### src/rtl/twb_pkg.sv
package twb_pkg;
  parameter int unsigned DW = 8;
  parameter int unsigned NFLAG = 6;

  // control bit positions
  localparam int unsigned C_START = 0;
  localparam int unsigned C_STOP  = 1;
  localparam int unsigned C_IEN   = 2;
  localparam int unsigned C_DMA   = 3;
  localparam int unsigned C_NACK  = 4;
  localparam int unsigned C_GCM   = 5;
  localparam int unsigned C_MIEN  = 6;
  localparam int unsigned C_SIEN  = 7;

  // sticky flag indices (status byte bit = index + 2)
  localparam int unsigned F_BERR  = 0;
  localparam int unsigned F_NACK  = 1;
  localparam int unsigned F_MATCH = 2;
  localparam int unsigned F_DRDY  = 3;
  localparam int unsigned F_SSTOP = 4;
  localparam int unsigned F_STDN  = 5;
endpackage

### src/rtl/twb_rst_sync.sv
module twb_rst_sync (
  input  logic clk,
  input  logic rst_n,
  output logic rst_sn
);
  logic [1:0] sync_q;

  always_ff @(posedge clk or negedge rst_n) begin
    if (!rst_n) sync_q <= 2'b00;
    else        sync_q <= {sync_q[0], 1'b1};
  end

  assign rst_sn = sync_q[1];
endmodule

### src/rtl/twb_ctl_reg.sv
module twb_ctl_reg
  import twb_pkg::*;
(
  input  logic          clk,
  input  logic          rst_n,
  input  logic          ctl_wr,
  input  logic [DW-1:0] ctl_wdata,
  input  logic          dat_wr,
  input  logic          eng_busy,
  input  logic          eng_master,
  input  logic          eng_rx,
  input  logic          eng_berr,
  input  logic          eng_start_done,
  input  logic          eng_stop_done,
  input  logic          eng_ack_cycle,
  output logic [DW-1:0] ctl_q,
  output logic          rs_arm,
  output logic          start_req,
  output logic          stop_req,
  output logic          ack_nack
);
  logic [DW-1:0] ctl_d;
  logic          arm_q, arm_d;
  logic          go_q, go_d;
  logic          start_clr, stop_clr, ack_clr;
  logic          wr_start, wr_stop;

  assign start_clr = eng_start_done | eng_berr;
  assign stop_clr  = eng_stop_done | eng_berr;
  assign ack_clr   = eng_ack_cycle & eng_rx;
  assign wr_stop   = ctl_wr & ctl_wdata[C_STOP] & eng_master;
  assign wr_start  = ctl_wr & ctl_wdata[C_START] & ~ctl_wdata[C_STOP];

  always_comb begin
    ctl_d = ctl_q;
    arm_d = arm_q;
    go_d  = go_q;
    // hardware clears first, software sets after
    if (start_clr) begin
      ctl_d[C_START] = 1'b0;
      arm_d          = 1'b0;
      go_d           = 1'b0;
    end
    if (stop_clr) ctl_d[C_STOP] = 1'b0;
    if (ack_clr)  ctl_d[C_NACK] = 1'b0;
    if (ctl_wr) begin
      ctl_d[C_IEN]  = ctl_wdata[C_IEN];
      ctl_d[C_DMA]  = ctl_wdata[C_DMA];
      ctl_d[C_GCM]  = ctl_wdata[C_GCM];
      ctl_d[C_MIEN] = ctl_wdata[C_MIEN];
      ctl_d[C_SIEN] = ctl_wdata[C_SIEN];
      if (ctl_wdata[C_NACK]) ctl_d[C_NACK] = 1'b1;
    end
    if (wr_stop) ctl_d[C_STOP] = 1'b1;
    if (wr_start) begin
      ctl_d[C_START] = 1'b1;
      if (eng_master && !ctl_q[C_START]) arm_d = 1'b1;
    end
    if (dat_wr && arm_q && !start_clr) go_d = 1'b1;
  end

  always_ff @(posedge clk or negedge rst_n) begin
    if (!rst_n) begin
      ctl_q <= '0;
      arm_q <= 1'b0;
      go_q  <= 1'b0;
    end else begin
      ctl_q <= ctl_d;
      arm_q <= arm_d;
      go_q  <= go_d;
    end
  end

  assign rs_arm    = arm_q;
  assign start_req = ctl_q[C_START] & (arm_q ? go_q : ~eng_busy);
  assign stop_req  = ctl_q[C_STOP];
  assign ack_nack  = ctl_q[C_NACK] & eng_rx;
endmodule

### src/rtl/twb_txdat.sv
module twb_txdat
  import twb_pkg::*;
(
  input  logic          clk,
  input  logic          rst_n,
  input  logic          dat_wr,
  input  logic [DW-1:0] dat_wdata,
  input  logic          rs_arm,
  output logic [DW-1:0] tx_byte,
  output logic          tx_load,
  output logic          tx_addr
);
  logic [DW-1:0] byte_d;
  logic          load_d, addr_d;

  always_comb begin
    byte_d = tx_byte;
    load_d = dat_wr;
    addr_d = dat_wr & rs_arm;
    if (dat_wr) byte_d = dat_wdata;
  end

  always_ff @(posedge clk or negedge rst_n) begin
    if (!rst_n) begin
      tx_byte <= '0;
      tx_load <= 1'b0;
      tx_addr <= 1'b0;
    end else begin
      tx_byte <= byte_d;
      tx_load <= load_d;
      tx_addr <= addr_d;
    end
  end
endmodule

### src/rtl/twb_flags.sv
module twb_flags
  import twb_pkg::*;
(
  input  logic             clk,
  input  logic             rst_n,
  input  logic [NFLAG-1:0] ev,
  input  logic             clr_wr,
  input  logic [NFLAG-1:0] clr_mask,
  output logic [NFLAG-1:0] flg
);
  for (genvar i = 0; i < NFLAG; i++) begin : g_flag
    logic d;
    always_comb d = ev[i] | (flg[i] & ~(clr_wr & clr_mask[i]));
    always_ff @(posedge clk or negedge rst_n) begin
      if (!rst_n) flg[i] <= 1'b0;
      else        flg[i] <= d;
    end
  end
endmodule

### src/rtl/twb_evt.sv
module twb_evt
  import twb_pkg::*;
(
  input  logic             clk,
  input  logic             rst_n,
  input  logic [NFLAG-1:0] flg,
  input  logic             inten,
  input  logic             dmaen,
  input  logic             mien,
  input  logic             sien,
  input  logic             eng_dready,
  output logic             irq,
  output logic             dma_req
);
  logic err_src, full_src, dma_d;

  always_comb begin
    err_src  = flg[F_BERR] | flg[F_NACK] | (flg[F_MATCH] & mien);
    full_src = err_src | flg[F_DRDY] | flg[F_SSTOP] | (flg[F_STDN] & sien);
    irq      = inten & (dmaen ? err_src : full_src);
    dma_d    = dmaen & eng_dready;
  end

  always_ff @(posedge clk or negedge rst_n) begin
    if (!rst_n) dma_req <= 1'b0;
    else        dma_req <= dma_d;
  end
endmodule

### src/rtl/twb_ctrl.sv
module twb_ctrl
  import twb_pkg::*;
(
  input  logic          clk,
  input  logic          rst_n,
  input  logic          ctl_wr,
  input  logic [DW-1:0] ctl_wdata,
  output logic [DW-1:0] ctl_rdata,
  input  logic          dat_wr,
  input  logic [DW-1:0] dat_wdata,
  input  logic          sts_wr,
  input  logic [DW-1:0] sts_wdata,
  output logic [DW-1:0] sts_rdata,
  input  logic          eng_busy,
  input  logic          eng_master,
  input  logic          eng_rx,
  input  logic          eng_berr,
  input  logic          eng_nack,
  input  logic          eng_match,
  input  logic          eng_dready,
  input  logic          eng_sstop,
  input  logic          eng_start_done,
  input  logic          eng_stop_done,
  input  logic          eng_ack_cycle,
  output logic          start_req,
  output logic          stop_req,
  output logic          ack_nack,
  output logic          gcm_en,
  output logic [DW-1:0] tx_byte,
  output logic          tx_load,
  output logic          tx_addr,
  output logic          irq,
  output logic          dma_req
);
  localparam int unsigned LIVE = DW - NFLAG;

  logic             rst_sn;
  logic [DW-1:0]    ctl_q;
  logic             rs_arm;
  logic [NFLAG-1:0] ev, flg;

  assign ev = {eng_start_done, eng_sstop, eng_dready, eng_match, eng_nack, eng_berr};

  twb_rst_sync u_rst (.clk(clk), .rst_n(rst_n), .rst_sn(rst_sn));

  twb_ctl_reg u_ctl (
    .clk(clk), .rst_n(rst_sn), .ctl_wr(ctl_wr), .ctl_wdata(ctl_wdata),
    .dat_wr(dat_wr), .eng_busy(eng_busy), .eng_master(eng_master),
    .eng_rx(eng_rx), .eng_berr(eng_berr), .eng_start_done(eng_start_done),
    .eng_stop_done(eng_stop_done), .eng_ack_cycle(eng_ack_cycle),
    .ctl_q(ctl_q), .rs_arm(rs_arm), .start_req(start_req),
    .stop_req(stop_req), .ack_nack(ack_nack)
  );

  twb_txdat u_tx (
    .clk(clk), .rst_n(rst_sn), .dat_wr(dat_wr), .dat_wdata(dat_wdata),
    .rs_arm(rs_arm), .tx_byte(tx_byte), .tx_load(tx_load), .tx_addr(tx_addr)
  );

  twb_flags u_flg (
    .clk(clk), .rst_n(rst_sn), .ev(ev), .clr_wr(sts_wr),
    .clr_mask(sts_wdata[DW-1:LIVE]), .flg(flg)
  );

  twb_evt u_evt (
    .clk(clk), .rst_n(rst_sn), .flg(flg), .inten(ctl_q[C_IEN]),
    .dmaen(ctl_q[C_DMA]), .mien(ctl_q[C_MIEN]), .sien(ctl_q[C_SIEN]),
    .eng_dready(eng_dready), .irq(irq), .dma_req(dma_req)
  );

  assign ctl_rdata = ctl_q;
  assign sts_rdata = {flg, eng_master, eng_busy};
  assign gcm_en    = ctl_q[C_GCM];
endmodule

### config.mk
export PLATFORM = sky130hd
export DESIGN_NAME = twb_ctrl
export DESIGN_NICKNAME = d
export VERILOG_FILES = /design/src/rtl/twb_pkg.sv /design/src/rtl/twb_rst_sync.sv /design/src/rtl/twb_ctl_reg.sv /design/src/rtl/twb_txdat.sv /design/src/rtl/twb_flags.sv /design/src/rtl/twb_evt.sv /design/src/rtl/twb_ctrl.sv
export SDC_FILE = /design/constraint.sdc
export NUM_CORES = 1
export LEC_CHECK = 0
export BUFFER_PORTS_ARGS = -buffer_cell sky130_fd_sc_hd__buf_4
export CAP_MARGIN = 20
export CORE_MARGIN = 3
export CORE_UTILIZATION = 42
export DETAILED_ROUTE_END_ITERATION = 10
export GPL_TIMING_DRIVEN = 0
export PLACE_DENSITY = 0.79
export REMOVE_ABC_BUFFERS = 1
export SLEW_MARGIN = 10
export SYNTH_ARGS = -nofsm -noshare
export SYNTH_HDL_FRONTEND = slang
export SYNTH_SLANG_ARGS = --single-unit
### constraint.sdc
create_clock -name clk -period 1.2 [get_ports clk]
set_input_delay 0.12 -clock clk [delete_from_list [all_inputs] [get_ports clk]]
set_output_delay 0.12 -clock clk [all_outputs]
set_load 0.01 [all_outputs]
# --- Word-level counts from Yosys, hierarchy flattened ---
# Index checks and enable logic that the tools add are counted.
op_classes:
  reduce_logical: 8
  n_bitwise: 45
  muxes: 13
ops:
  columns: ["op", "count"]
  rows:
  - ["AND 1 bit", 24]
  - ["OR 1 bit", 13]
  - ["2-to-1 mux 1 bit", 12]
  - ["inverter 1 bit", 8]
  - ["nonzero test 2 bit", 3]
  - ["logical AND 1 bit", 3]
  - ["2-to-1 mux 3 bit", 1]
  - ["logical NOT 1 bit", 2]
totals:
  inputBits: 40
  output_inout_bits: 32
  wordCells: 83
  reg_bits: 29

# --- Logic depth before layout (Yosys ltp) ---
logic_depth:
  depth_word: 7
  mapped_depth: 3
  ltp_nobuf: 2

# --- Cells and area by module ---
# From an unflattened synthesis, not the netlist that was laid out.
hier_totals:
  hier_cells: 83
  area_unflattened_um2: 1196.1
by_module_without_submodules:
  columns: ["module", "instances", "area_each_um2", "seq_area_each_um2", "cells_per_inst"]
  rows:
  - ["twb_ctl_reg", 1, 440.4, 250.2, 32]
  - ["twb_txdat", 1, 389.1, 250.2, 20]
  - ["twb_flags", 1, 217.7, 150.1, 18]
  - ["twb_evt", 1, 72.6, 25.0, 7]
  - ["twb_rst_sync", 1, 53.8, 50.0, 3]
  - ["twb_ctrl", 1, 22.5, 0.0, 3]

# --- Worst setup path after synthesis ---
# OpenSTA, ideal clock, no wires.
synth_timing:
  path_type: "reg2out"
  startpoint: "register u_ctl.arm_q, in the netlist u_ctl.rs_arm"
  endpoint: "output port start_req"
  stages_incl_launch_ff: 3
  n_path_buf: 0
  slack_ps: 246
  arrival_time_ps: 834
  required_ps: 1080
  path_cell_list: "dfrtp_1 -> or2_2 -> a21boi_2"
synth_between:
  elab_chain_len: 2
synth_rtl:
  columns: ["item", "line_no", "source"]
  rows:
  - ["start: declaration", "twb_ctl_reg.sv:23", "logic arm_q, arm_d;"]
  - ["start signal: assignment", "twb_ctl_reg.sv:69", "arm_q <= arm_d;"]
  - ["2-to-1 mux 1 bit", "twb_ctl_reg.sv:75", "assign start_req = ctl_q[C_START] & (arm_q ? go_q : ~eng_busy);"]
  - ["AND 1 bit", "twb_ctl_reg.sv:75", null]
  - ["end: declaration", "twb_ctrl.sv:25", "output logic start_req,"]
# Every way passes these cells.

# --- Final worst setup path ---
layout_timing:
  startpoint: "register u_flg.flg[3]"
  endpoint: "output port irq"
layout_between:
  elab_chain_len: 5
layout_rtl:
  columns: ["item", "line_no", "source"]
  rows:
  - ["start: declaration", "twb_flags.sv:9", "output logic [NFLAG-1:0] flg"]
  - ["start signal: indexed assignment", "twb_flags.sv:15", "if (!rst_n) flg[i] <= 1'b0;"]
  - ["start signal: indexed assignment", "twb_flags.sv:16", "else flg[i] <= d;"]
  - ["OR 1 bit (3 in a row)", "twb_evt.sv:19", "full_src = err_src | flg[F_DRDY] | flg[F_SSTOP] | (flg[F_STDN] & sien);"]
  - ["2-to-1 mux 1 bit", "twb_evt.sv:20", "irq = inten & (dmaen ? err_src : full_src);"]
  - ["AND 1 bit", "twb_evt.sv:20", null]
  - ["end: declaration", "twb_ctrl.sv:32", "output logic irq,"]
# Every way passes these cells.

==> results.sh <==
export IMPL_cts_root_buf="clkbuf_4"
export IMPL_vias=948
export IMPL_clk_path_buf_depth=2
export IMPL_fin_util=0.721
export IMPL_ir_drop_mv=1.09
export IMPL_syn_cell_area_sq_um=1170
export IMPL_crit_path_max_fanout=3
export IMPL_ant_nets=0
export IMPL_rows=18
export IMPL_worstHoldPathCells=3
export IMPL_drive_gt1_frac=0.590
export IMPL_start_util=0.454
export IMPL_synth_area_leader_cell="dfrtp_1"
export IMPL_antenna_found_initial=0
export IMPL_grt_pass1_vias=1066
export IMPL_skew_ns=0.00868
export IMPL_multiInputGateArea_sq_um=363
export IMPL_seq_area_sq_um=726
export IMPL_nets=205
export IMPL_insertion_delay_ns=0.32
export IMPL_clock_sinks=29
export IMPL_crit_type="reg2out"
export IMPL_synthTopCellsByArea="dfrtp_1 62%, mux2_2 12%, buf_4 5.2%"
export IMPL_totalWireLength_microns=3000
export IMPL_die_w_microns=58.7
export IMPL_gp_congestion=0.690
export IMPL_worstSetupStartpoint="u_flg.flg[3]"
export IMPL_hp_class="in2reg"
export IMPL_r2r_slack_ns=0.27
export IMPL_postSynthCellCount=87
export IMPL_required_ns=1.08
export IMPL_die_area_sq_um=3440
export IMPL_grt_overflow_total=0
export IMPL_hpwl_microns=2200
export IMPL_cap_violations=0
export IMPL_ys_warnings_count=0
export IMPL_power_total_mw=2.23
export IMPL_areaGrowthSynthToFinish_pct=58.8
export IMPL_violations="setup timing"
export IMPL_synth_top_area_frac=0.622
export IMPL_slew_limit_headroom=0.630
export IMPL_die_h_microns=58.7
export IMPL_worstMarginPinSlew_ns=0.555
export IMPL_core_region_area_sq_um=2570
export IMPL_cts_buffers=5
export IMPL_reg2reg_depth=3
export IMPL_synth_avg_cell_area_sq_um=13.4
export IMPL_post_place_ws_ns=0.0149
export IMPL_fillCellCount=182
export IMPL_dr_first_iter_drc_count=7
export IMPL_place_area_sq_um=1640
export IMPL_drc=0
export IMPL_finalCriticalPeriod_ns=1.36
export IMPL_powerDensity_nw_per_um2=1210
export IMPL_setup_violations=2
export IMPL_worstHoldEndpoint="u_ctl.ctl_q[2]"
export IMPL_rsz0062_at_grt="true"
export IMPL_ctsHtreeMaxLevel=2
export IMPL_ys_types=22
export IMPL_crit_arrival_ns=1.24
export IMPL_p_leak_nw=0.916
export IMPL_firstDrtPassIters=4
export IMPL_start_kind="flop"
export IMPL_clkTransAtPathRegs_ns=0.10
export IMPL_worst_setup_path_end_kind="output port"
export IMPL_setup_slack_ns=-0.157
export IMPL_detail_route_wl_per_cell_microns=15.3
export IMPL_global_route_usage_total=0.198
export IMPL_fin_area_sq_um=1850
export IMPL_diodes=0
export IMPL_fmax_mhz=737
export IMPL_synth_seq_cells=29
export IMPL_finalHoldViolCount=0
export IMPL_stdcell_count=196
export IMPL_grt_max_degree=28
export IMPL_hp_start="ctl_wdata[2]"
export IMPL_reg2reg_to="u_ctl.go_q"
export IMPL_grt_pass1_wl_microns=4990
export IMPL_io_buffers=69
export IMPL_viasPerCell=4.84
export IMPL_period_share=1.13
export IMPL_regToRegStartpoint="u_ctl.rs_arm"
export IMPL_dp_cells=176
export IMPL_io_pin_count=72
export IMPL_status="complete, but fails checks"
export IMPL_ys_seq_area_frac=0.622
export IMPL_drv_slew=0
export IMPL_cts_tree="yes"
## per-layer routing
layer	vias to the layer above	global-route usage	routed length (microns)
met4	0	0.0777	55
met1	467	0.232	1130
met3	6	0.0482	130
met5	-	0	0
met2	27	0.348	1680
li1	448	-	-
## metrics by stage
step | hold WS, ns | TNS (ns)
after global placement | -0.0965 | 0
after floorplan | -0.176 | 0
after CTS | 0.0108 | -0.301
after detailed placement | -0.0965 | 0
after global routing | 0.00973 | -0.370
final | 0.0268 | -0.288
## logic make-up (layout without fill, tap and decap cells)
kind of cell           after synthesis  count (layout)  share of synthesized area
AND/OR/NAND/NOR                     17              17                     0.0719
multiplexers                        12              12                      0.116
flip-flops                          29              29                      0.622
AO/OA/AOI/OAI                       16              16                      0.109
other                                1               1                    0.00322
buffers and inverters               12              91                     0.0773
## critical path, cell delays in order (launching register included)
cell and delay [ns]:
dfrtp_1 0.42, a211oi_2 0.23, o22ai_1 0.11, buf_4 0.15
## cell usage after synthesis, drive strengths merged
master   instances
dfrtp           29
mux2            12
buf             10
nand2            9
a21o             6
and2             3
a211oi           2
a32o             2
inv              2
nor2             2
a21boi           1
a22o             1
conb             1
nand2b           1
nand4b           1
o21a             1
o21ai            1
o22ai            1
o2bb2ai          1
or2              1
## how the worst max path moves through the flow
| stage | end | cells after the start |
|---|---|---|
| finish | irq | 3 |
| global route | irq | 3 |
| CTS | irq | 3 |
| detailed placement | u_flg.flg[4] | 0 |
| global placement | u_flg.flg[4] | 0 |
| floorplan | start_req | 2 |
## power breakdown
part	internal [mW]	total, mW	leakage (nW)	switching, mW
clock network	0.339	0.675	0.0413	0.336
registers	1.05	1.11	0.340	0.0601
logic	0.281	0.447	0.535	0.166
total	1.67	2.23	0.916	0.561
## cell usage in the layout, fill, tap and decap left out, drive strengths merged, types with 2 or more instances in the layout
master        n
a32o          2
inv           2
a21o          6
dfrtp        29
dlygate4sd3   8
mux2         12
a211oi        2
buf          73
clkbuf        7
nand2         9
and2          3
nor2          2
## what timing repair did
action | 4_1_cts | 5_1_grt
hold buffers | 8 | 0
gates resized for setup | 3 | 0
pin swaps | 1 | 0
endpoints found under the setup margin | 2 | 2
hold endpoints to repair | 9 | 0
setup buffers | 2 | 1
## sequential cells by signal, indices dropped and copies added (netlist names)
signal and flops:
u_tx.tx_addr 1, u_tx.tx_byte 8, u_ctl.go_q 1, u_rst.sync_q 2
u_ctl.rs_arm 1, u_tx.tx_load 1, u_flg.flg 6, u_ctl.ctl_q 8
u_evt.dma_req 1
## layout make-up
class,count,area share
well taps,30,0.0203
multi-input cells,46,0.196
clock inverters,1,0.00270
repair buffers,81,0.350
flip-flops and latches,29,0.392
inverters,2,0.00405
clock buffers,7,0.0351
Power figures use the tool's default switching activity.
